$ cat src/rtl/dirgen_pkg.sv
`timescale 1ns/1ps
package dirgen_pkg;

    typedef enum logic [1:0] {
        DIR_UP    = 2'd0,
        DIR_RIGHT = 2'd1,
        DIR_LEFT  = 2'd2,
        DIR_DOWN  = 2'd3
    } dir_e;

    typedef enum logic [1:0] {
        ST_BOOT  = 2'd0,
        ST_USER  = 2'd1,
        ST_SUBST = 2'd2
    } seed_st_e;

    typedef enum logic [1:0] {
        SEL_HOLD = 2'd0,
        SEL_SEED = 2'd1,
        SEL_FILL = 2'd2,
        SEL_ADV  = 2'd3
    } src_sel_e;

endpackage

$ cat src/rtl/dirgen_shift.sv
`timescale 1ns/1ps
module dirgen_shift #(
    parameter int          WIDTH    = 8,
    parameter logic [WIDTH-1:0] TAP_MASK = 8'h1D
) (
    input  logic [WIDTH-1:0] s_i,
    output logic [WIDTH-1:0] s_o
);
    // One shift toward bit 0; the vacated top stage takes the tapped parity.
    logic fb_w;
    assign fb_w = ^(s_i & TAP_MASK);
    assign s_o  = {fb_w, s_i[WIDTH-1:1]};
endmodule

$ cat src/rtl/dirgen_advance.sv
`timescale 1ns/1ps
module dirgen_advance #(
    parameter int               WIDTH    = 8,
    parameter logic [WIDTH-1:0] TAP_MASK = 8'h1D,
    parameter int               SHIFTS   = 2
) (
    input  logic [WIDTH-1:0] s_i,
    output logic [WIDTH-1:0] s_o
);
    logic [WIDTH-1:0] chain_w [SHIFTS+1];

    assign chain_w[0] = s_i;

    for (genvar g = 0; g < SHIFTS; g++) begin : g_stage
        dirgen_shift #(
            .WIDTH    (WIDTH),
            .TAP_MASK (TAP_MASK)
        ) shift_i (
            .s_i (chain_w[g]),
            .s_o (chain_w[g+1])
        );
    end

    assign s_o = chain_w[SHIFTS];
endmodule

$ cat src/rtl/dirgen_ctrl.sv
`timescale 1ns/1ps
module dirgen_ctrl
    import dirgen_pkg::*;
(
    input  logic     clk,
    input  logic     rst,
    input  logic     load_i,
    input  logic     step_i,
    input  logic     seed_zero_i,
    output src_sel_e sel_o,
    output logic     flag_o
);
    seed_st_e st_q, st_d;

    // Next-state logic: only a load moves the origin tracker.
    always_comb begin
        st_d = st_q;
        if (load_i) begin
            st_d = seed_zero_i ? ST_SUBST : ST_USER;
        end
    end

    // State register.
    always_ff @(posedge clk) begin
        if (rst) begin
            st_q <= ST_BOOT;
        end else begin
            st_q <= st_d;
        end
    end

    // Outputs: register source select (load over step) and the flag.
    always_comb begin
        if (load_i) begin
            sel_o = seed_zero_i ? SEL_FILL : SEL_SEED;
        end else if (step_i) begin
            sel_o = SEL_ADV;
        end else begin
            sel_o = SEL_HOLD;
        end

        unique case (st_q)
            ST_BOOT:  flag_o = 1'b0;
            ST_USER:  flag_o = 1'b0;
            ST_SUBST: flag_o = 1'b1;
            default:  flag_o = 1'b0;
        endcase
    end
endmodule

$ cat src/rtl/dirgen_top.sv
`timescale 1ns/1ps
module dirgen_top
    import dirgen_pkg::*;
#(
    parameter int         WIDTH        = 8,
    parameter logic [7:0] TAP_MASK     = 8'h1D,
    parameter int         SHIFTS       = 2,
    parameter logic [7:0] DEFAULT_FILL = 8'h5B
) (
    input  logic       clk,
    input  logic       rst,
    input  logic       load_i,
    input  logic [7:0] seed_i,
    input  logic       step_i,
    output logic [1:0] dir_o,
    output logic       seed_bad_o
);
    localparam logic [WIDTH-1:0] FILL_W = DEFAULT_FILL[WIDTH-1:0];
    localparam logic [WIDTH-1:0] TAPS_W = TAP_MASK[WIDTH-1:0];

    logic [WIDTH-1:0] state_q, state_d, adv_w;
    logic             seed_zero_w;
    src_sel_e         sel_w;
    logic             flag_w;

    assign seed_zero_w = (seed_i[WIDTH-1:0] == '0);

    dirgen_ctrl ctrl_i (
        .clk         (clk),
        .rst         (rst),
        .load_i      (load_i),
        .step_i      (step_i),
        .seed_zero_i (seed_zero_w),
        .sel_o       (sel_w),
        .flag_o      (flag_w)
    );

    dirgen_advance #(
        .WIDTH    (WIDTH),
        .TAP_MASK (TAPS_W),
        .SHIFTS   (SHIFTS)
    ) adv_i (
        .s_i (state_q),
        .s_o (adv_w)
    );

    always_comb begin
        unique case (sel_w)
            SEL_SEED: state_d = seed_i[WIDTH-1:0];
            SEL_FILL: state_d = FILL_W;
            SEL_ADV:  state_d = adv_w;
            default:  state_d = state_q;
        endcase
    end

    always_ff @(posedge clk) begin
        if (rst) begin
            state_q <= FILL_W;
        end else begin
            state_q <= state_d;
        end
    end

    assign dir_o      = state_q[1:0];
    assign seed_bad_o = flag_w;
endmodule

$ cat config.mk
export PLATFORM = sky130hd
export DESIGN_NAME = dirgen_top
export DESIGN_NICKNAME = d
export VERILOG_FILES = /design/src/rtl/dirgen_pkg.sv /design/src/rtl/dirgen_shift.sv /design/src/rtl/dirgen_advance.sv /design/src/rtl/dirgen_ctrl.sv /design/src/rtl/dirgen_top.sv
export SDC_FILE = /design/constraint.sdc
export NUM_CORES = 1
export LEC_CHECK = 0
export BUFFER_PORTS_ARGS = -buffer_cell sky130_fd_sc_hd__buf_4
export CAP_MARGIN = 20
export CELL_PAD_IN_SITES_DETAIL_PLACEMENT = 2
export CELL_PAD_IN_SITES_GLOBAL_PLACEMENT = 2
export CORE_AREA = 4 4 52 54
export DETAILED_ROUTE_END_ITERATION = 16
export DIE_AREA = 0 0 56 58
export PLACE_DENSITY = 0.79
export SYNTH_ARGS = -nofsm -noshare
export SYNTH_HDL_FRONTEND = slang
export SYNTH_SLANG_ARGS = --single-unit
$ cat constraint.sdc
create_clock -name clk -period 1.2 [get_ports clk]
set_clock_uncertainty 0.1 [all_clocks]
set_input_delay 0.18 -clock clk [delete_from_list [all_inputs] [get_ports clk]]
set_output_delay 0.18 -clock clk [all_outputs]
set_load 0.02 [all_outputs]
==> results by group, run 1 <==
Run status
  • Status: finished with violations
  • Violated checks: setup timing

Cells and area
  • Area delta synth->final: 44.9%
  • Layout cells sized above 1: 42.4%
  • Final Non-Filler Cells: roughly 110
  • Most frequent cells in the layout: buf_4, nor2_1, mux2i_1, dfxtp_1, nand2_1
  • Post-layout utilization of the core: 35.4%
  • Final Net Count: 99
  • Most common cell after layout, fill and taps aside: buf_4
  • Number of diodes: 0

Logic synthesis
  • Area leader, netlist: dfxtp_1
  • Synth unique cells: 24
  • Syn nets: 73
  • Flops & latches, synth: 10
  • Syn Area/Cell: 8.86 um^2
  • Synth Warn #: 0
  • Mapped Area: 541 um^2
  • Mapped Cells: 61
  • Synth top area cells: dfxtp_1, mux2i_1, o2bb2ai_1, nor2_1, xnor2_1
  • Register area share after synthesis: 37.0%
  • Synth top area share: 37.0%

Worst setup path
  • Critical Path Sink Type: flip-flop
  • Crit path kind: flip-flop to flip-flop
  • Worst path arrival time: 1270 ps
  • R2R Setup Slk: -30 ps
  • R2R cell count: 5
  • CP Max Fanout: 2
  • Reg2reg start: state_q[3]
  • Crit path from: state_q[3]
  • Startpoint types: flip-flop
  • CP required: 1240 ps

Clocking
  • CTS max path bufs: 2
  • TritonCTS clock tree: built
  • H-Tree Level Count: 1
  • Cts hold-fix bufs: 0
  • Clock slew at reported path FFs: 70 ps
  • Clock root cell: clkbuf_4
  • Cts bufs inserted: 3
  • Sink Count: 10
  • Worst-Skew Late Latency: 270 ps

GRT
  • Initial antenna violation count: 0
  • Global-route wire length before repair: ~2600 um
  • Total congestion overflow: 0
  • GRT Overall Usage: 10.8%
  • Vias in the first global route: 554
  • Pin count of the biggest net entering global routing: 8

STA
  • Relative slew slack: 68.4%
  • Slew Limit Fails: 0
  • Final hold vios: 0
  • Worst-Margin Slew: 468 ps
  • Fmax achieved: 811 MHz
  • Final min period: 1230 ps
  • Period utilization: 103%
  • # setup viols final: 2
  • Setup ws final: -33.2 ps
  • RSZ-0062 raised after global routing: true
  • Setup TNS: -45.5 ps

Floorplan
  • Core area: 2210 um^2
  • Die area: 3250 um^2
  • I/O pins: 15
  • DIE HEIGHT: 58 um
  • Initial Utilization: 24.4%
  • Placement Rows: 17
  • Die Width: 56 um

Power and ir drop
  • Pwr dens: about 1100 nW/um^2
  • Leakage power figure: 0.359 nW
  • Peak supply drop: 0.000589 V

Job
  • Max-cap violations: 0

Placed design
  • Pre-CTS setup slack: -279 ps
  • Placed Cells: ~110
  • Routability cong.: 0.770
  • Post-DP HPWL: roughly 1300 um
  • I/O Buffers: 14

Detailed routing
  • DRT antenna net count: 0
  • Via count: approximately 540
  • Wire length per cell: roughly 15 um
  • Routed Wire Length: 1700 um
  • Drt first pass iters: 2
  • # DRC: 0
  • Vias per std cell: between 4 and 5
  • Iter 0 DRT Violations: 6

Hold path
  • Hold Crit Class: input pin to flip-flop
  • Worst Hold Path Cells: 2
  • Hold path start: rst
-- per-layer routing --
metal / GRT usage, % / part of all wire (%) / wire [um] / vias to the layer above
li1: - / - / - / 259
met1: 15.0 / 47 / 795 / 266
met2: 15.7 / 48 / 824 / 13
met3: 3.34 / 4.8 / 81 / 0
met4: 4.07 / 0 / 0 / 0
met5: 0 / 0 / 0 / -
-- area by class of cell --
class                   instances  area [um^2]
clock buffers                   3         22.5
multi-input cells              45          323
repair buffers                 26          195
fillers                       272         1430
flip-flops and latches         10          204
well taps                      28         35.0
inverters                       1         3.75
-- logic make-up (layout without fill, tap and decap cells) --
logic type      count (synthesis)  count (layout)  synth area share [%]
xor+xnor                        5               5                  9.49
simple gates                   22              22                  19.0
flops                          10              10                  37.0
buf+inv                         6              30                  5.79
mux                             7               7                  13.0
compound gates                 11              11                  15.7
-- critical path, cell delays in order (launching register included) --
cell	delay, ps
dfxtp_2	330
xor2_2	180
buf_4	150
xnor2_2	120
mux2i_1	140
a31oi_1	90
-- worst paths after layout --
kind | to
worst max-delay path | state_q[6]
worst min-delay path | state_q[7]
worst max register to register | state_q[6]
worst min register to register | ctrl_i.st_q[0]
-- report_power, final --
group / total (W) / internal, W / switching [W] / leakage [nW]
Clock: 0.000235 / 0.000116 / 0.000119 / 0.0138
Combinational: 0.000226 / 0.000124 / 0.000102 / 0.263
Sequential: 0.000376 / 0.000357 / 0.0000193 / 0.0827
-- what timing repair did --
action,CTS,global route
resized for setup,2,3
endpoints found under the hold margin,0,0
pin swaps,1,4
buffers inserted,1,0
endpoints found under the setup margin,2,2
-- synth_stat cells (all sizes together) --
master / number
or2: 1
and4: 1
xnor2: 3
o21a: 1
nand2b: 1
mux2i: 7
xor2: 2
dfxtp: 10
nor2: 9
a31oi: 1
a21oi: 3
nand2: 5
nor3: 2
o2bb2ai: 4
inv: 1
a41oi: 1
nor2b: 2
buf: 3
clkbuf: 2
nor4: 1
a211o: 1
-- per-stage QoR --
stage | total power (W) | cell area (um^2) | hold WS, ps
final | 0.000838 | 783 | 23.5
after global routing | 0.000891 | 783 | 16.3
after CTS | 0.000838 | 773 | 15.8
after detailed placement | 0.000589 | 736 | 300
after global placement | 0.000581 | 736 | 295
after floorplan | 0.000495 | 542 | 142
-- flip-flops by register name (all words and copies together) (netlist names) --
| register | flops |
|---|---|
| ctrl_i.st_q | 2 |
| state_q | 8 |
No activity file was read; power rests on OpenSTA's default activity.
==> run 2: changes to the inputs <==
BUFFER_PORTS_ARGS = -buffer_cell sky130_fd_sc_hd__buf_2   (was -buffer_cell sky130_fd_sc_hd__buf_4)
==> run 2 against run 1 <==
The run still ends with setup timing left. Power grew 8.2%. Core utilization is 0.40 points higher. Setup slack lost 43 ps. Sequential power about the same. Worst hold slack improved by 23 ps. Maximum frequency decreased by 3.4%. Sequential share of layout area decreased by 0.13 points. Largest power group unchanged.
==> results by group, run 2 (same netlist as run 1, synthesis figures left out) <==
Job
  • Max-cap violations: 0 (unchanged)

STA
  • Final min period: 1280 ps (was 1230 ps)
  • RSZ-0062 raised after global routing: true (unchanged)
  • Worst-Margin Slew: 302 ps (was 468 ps)
  • # setup viols final: 2 (unchanged)
  • Period utilization: 106% (was 103%)
  • Fmax achieved: 784 MHz (was 811 MHz)
  • Setup ws final: -76.2 ps (was -33.2 ps)
  • Slew Limit Fails: 0 (unchanged)
  • Relative slew slack: 79.7% (was 68.4%)
  • Final hold vios: 0 (unchanged)

GRT
  • Pin count of the biggest net entering global routing: 7 (was 8)
  • Total congestion overflow: 0 (unchanged)
  • GRT Overall Usage: 11.6% (was 10.8%)
  • Initial antenna violation count: 0 (unchanged)
  • Global-route wire length before repair: 2890 um (was 2640 um)
  • Vias in the first global route: 596 (was 554)

Floorplan
  • Die area: 3250 um^2 (unchanged)
  • I/O pins: 15 (unchanged)
  • DIE HEIGHT: 58 um (unchanged)
  • Placement Rows: 17 (unchanged)
  • Initial Utilization: 24.4% (unchanged)
  • Core area: 2210 um^2 (unchanged)
  • Die Width: 56 um (unchanged)

Worst setup path
  • CP Max Fanout: 2 (unchanged)
  • CP required: 1250 ps (was 1240 ps)
  • Worst path arrival time: 1330 ps (was 1270 ps)
  • Startpoint types: flip-flop (unchanged)
  • Critical Path Sink Type: flip-flop (unchanged)
  • Crit path kind: flip-flop to flip-flop (unchanged)

Clocking
  • CTS max path bufs: 2 (unchanged)
  • Cts bufs inserted: 3 (unchanged)
  • Sink Count: 10 (unchanged)
  • Post-CTS Setup Inserts: 0 (was 1)
  • Clock slew at reported path FFs: 70 ps (about the same)
  • Clock root cell: clkbuf_4 (unchanged)
  • Worst-Skew Late Latency: 270 ps (about the same)
  • TritonCTS clock tree: built (unchanged)
  • H-Tree Level Count: 1 (unchanged)

Placed design
  • I/O Buffers: 14 (unchanged)
  • Post-DP HPWL: 1430 um (was 1350 um)
  • Routability cong.: 0.775 (was 0.770)
  • Placed Cells: 112 (was 109)
  • Pre-CTS setup slack: -228 ps (was -279 ps)

Power and ir drop
  • Leakage power figure: 0.359 nW (about the same)
  • Net switching power: 0.000255 W (was 0.000241 W)
  • Clock power share: 35.2% (was 28.1%)
  • Comb pwr share: 23.3% (was 27.0%)
  • Flop pwr share: 41.5% (was 44.9%)
  • Peak supply drop: 0.000500 V (was 0.000589 V)
  • Pwr dens: 1140 nW/um^2 (was 1070 nW/um^2)
  • Int Pwr: 0.000652 W (was 0.000597 W)
  • Switching part of the total: 28.1% (was 28.7%)

Detailed routing
  • DRT antenna net count: 0 (unchanged)
  • Routed Wire Length: 1720 um (was 1700 um)
  • # DRC: 0 (unchanged)
  • Vias per std cell: 4.68 (was 4.76)
  • Wire length per cell: 14.8 um (was 15.0 um)
  • Via count: 543 (was 538)
  • Iter 0 DRT Violations: 6 (unchanged)
  • Drt first pass iters: 2 (unchanged)

Cells and area
  • Layout cells sized above 1: 46.6% (was 42.4%)
  • Final Non-Filler Cells: 116 (was 113)
  • Final Net Count: 101 (was 99)
  • Most common cell after layout, fill and taps aside: buf_4 (unchanged)
  • Max reg flops: 8 (unchanged)
  • Number of diodes: 0 (unchanged)
  • Biggest register: state_q (unchanged)
  • Post-layout utilization of the core: 35.8% (was 35.4%)
  • Largest regs: state_q (8), ctrl_i.st_q (2) (unchanged)
  • Most frequent cells in the layout: buf_4, buf_2, nor2_1 (was buf_4, nor2_1, mux2i_1, dfxtp_1, nand2_1)
  • Area delta synth->final: 46.5% (was 44.9%)

Run status
  • Status: finished with violations (unchanged)
  • Violated checks: setup timing (unchanged)

Hold path
  • Hold Crit Class: input pin to flip-flop (unchanged)
## run 2: changes by cell type in the layout (fill, tap and decap cells not counted)
cell / before / now
clkbuf_8: 0 / 1
nor2b_4: 0 / 1
buf_2: 0 / 13
buf_6: 0 / 1
xnor2_2: 1 / 0
nor2b_1: 2 / 1
a41oi_1: 1 / 0
a41oi_2: 0 / 1
buf_4: 26 / 14
dfxtp_2: 3 / 4
xnor2_1: 2 / 3
dfxtp_1: 7 / 6
## run 2: layout make-up
| class | instances | area, um^2 |
|---|---|---|
| timing repair buffer | 28 | 181 |
| inverter | 1 | 3.75 |
| fill | 280 | 1420 |
| clock buffer | 4 | 36.3 |
| tap | 28 | 35.0 |
| sequential | 10 | 205 |
| multi-input combinational | 45 | 330 |
## run 2: routing by layer
layer / vias up / wire length [um] / GRT usage (%)
li1: 263 / - / -
met1: 265 / 804 / 15.1
met2: 13 / 822 / 17.7
met3: 2 / 69 / 3.34
met4: 0 / 19 / 5.08
met5: - / 0 / 0
## run 2: final timing paths
check,start,endpoint,slack [ps],cells after the start
hold / removal,rst,state_q[7],50,2
setup reg to reg,state_q[4],state_q[6],-80,5
hold reg to reg,ctrl_i.st_q[0],ctrl_i.st_q[0],420,2
setup / recovery,state_q[4],state_q[6],-80,5
## run 2: repair_timing
action,4_1_cts,5_1_grt
gates cloned,0,0
endpoints found under the setup margin,2,8
gates resized for setup,2,8
hold buffers,0,0
hold endpoints to repair,0,0
pin swaps,2,1
## run 2: power by group through the flow
stage	sequential (W)	clock, W	combinational (W)
floorplan	0.000378	0	0.000117
CTS	0.000375	0.000330	0.000210
detailed placement	0.000382	0	0.000208
global placement	0.000380	0	0.000199
global route	0.000381	0.000353	0.000233
finish	0.000377	0.000319	0.000211
## run 2: metrics by stage
step                      total power (W)  setup TNS [ps]  instance area (um^2)  hold WS, ps
after floorplan                  0.000495               0                   542          142
after global placement           0.000579            -573                   723          329
after detailed placement         0.000590           -1240                   723          339
after CTS                        0.000915            -117                   762         44.1
after global routing             0.000967            -195                   792         54.3
final                            0.000907           -82.1                   792         46.1
## run 2: critical path, cell delays in order (launching register included)
cell and delay [ps]:
dfxtp_2 340, xor2_2 180, buf_4 140, xnor2_1 120, mux2i_1 170, a31oi_1 110
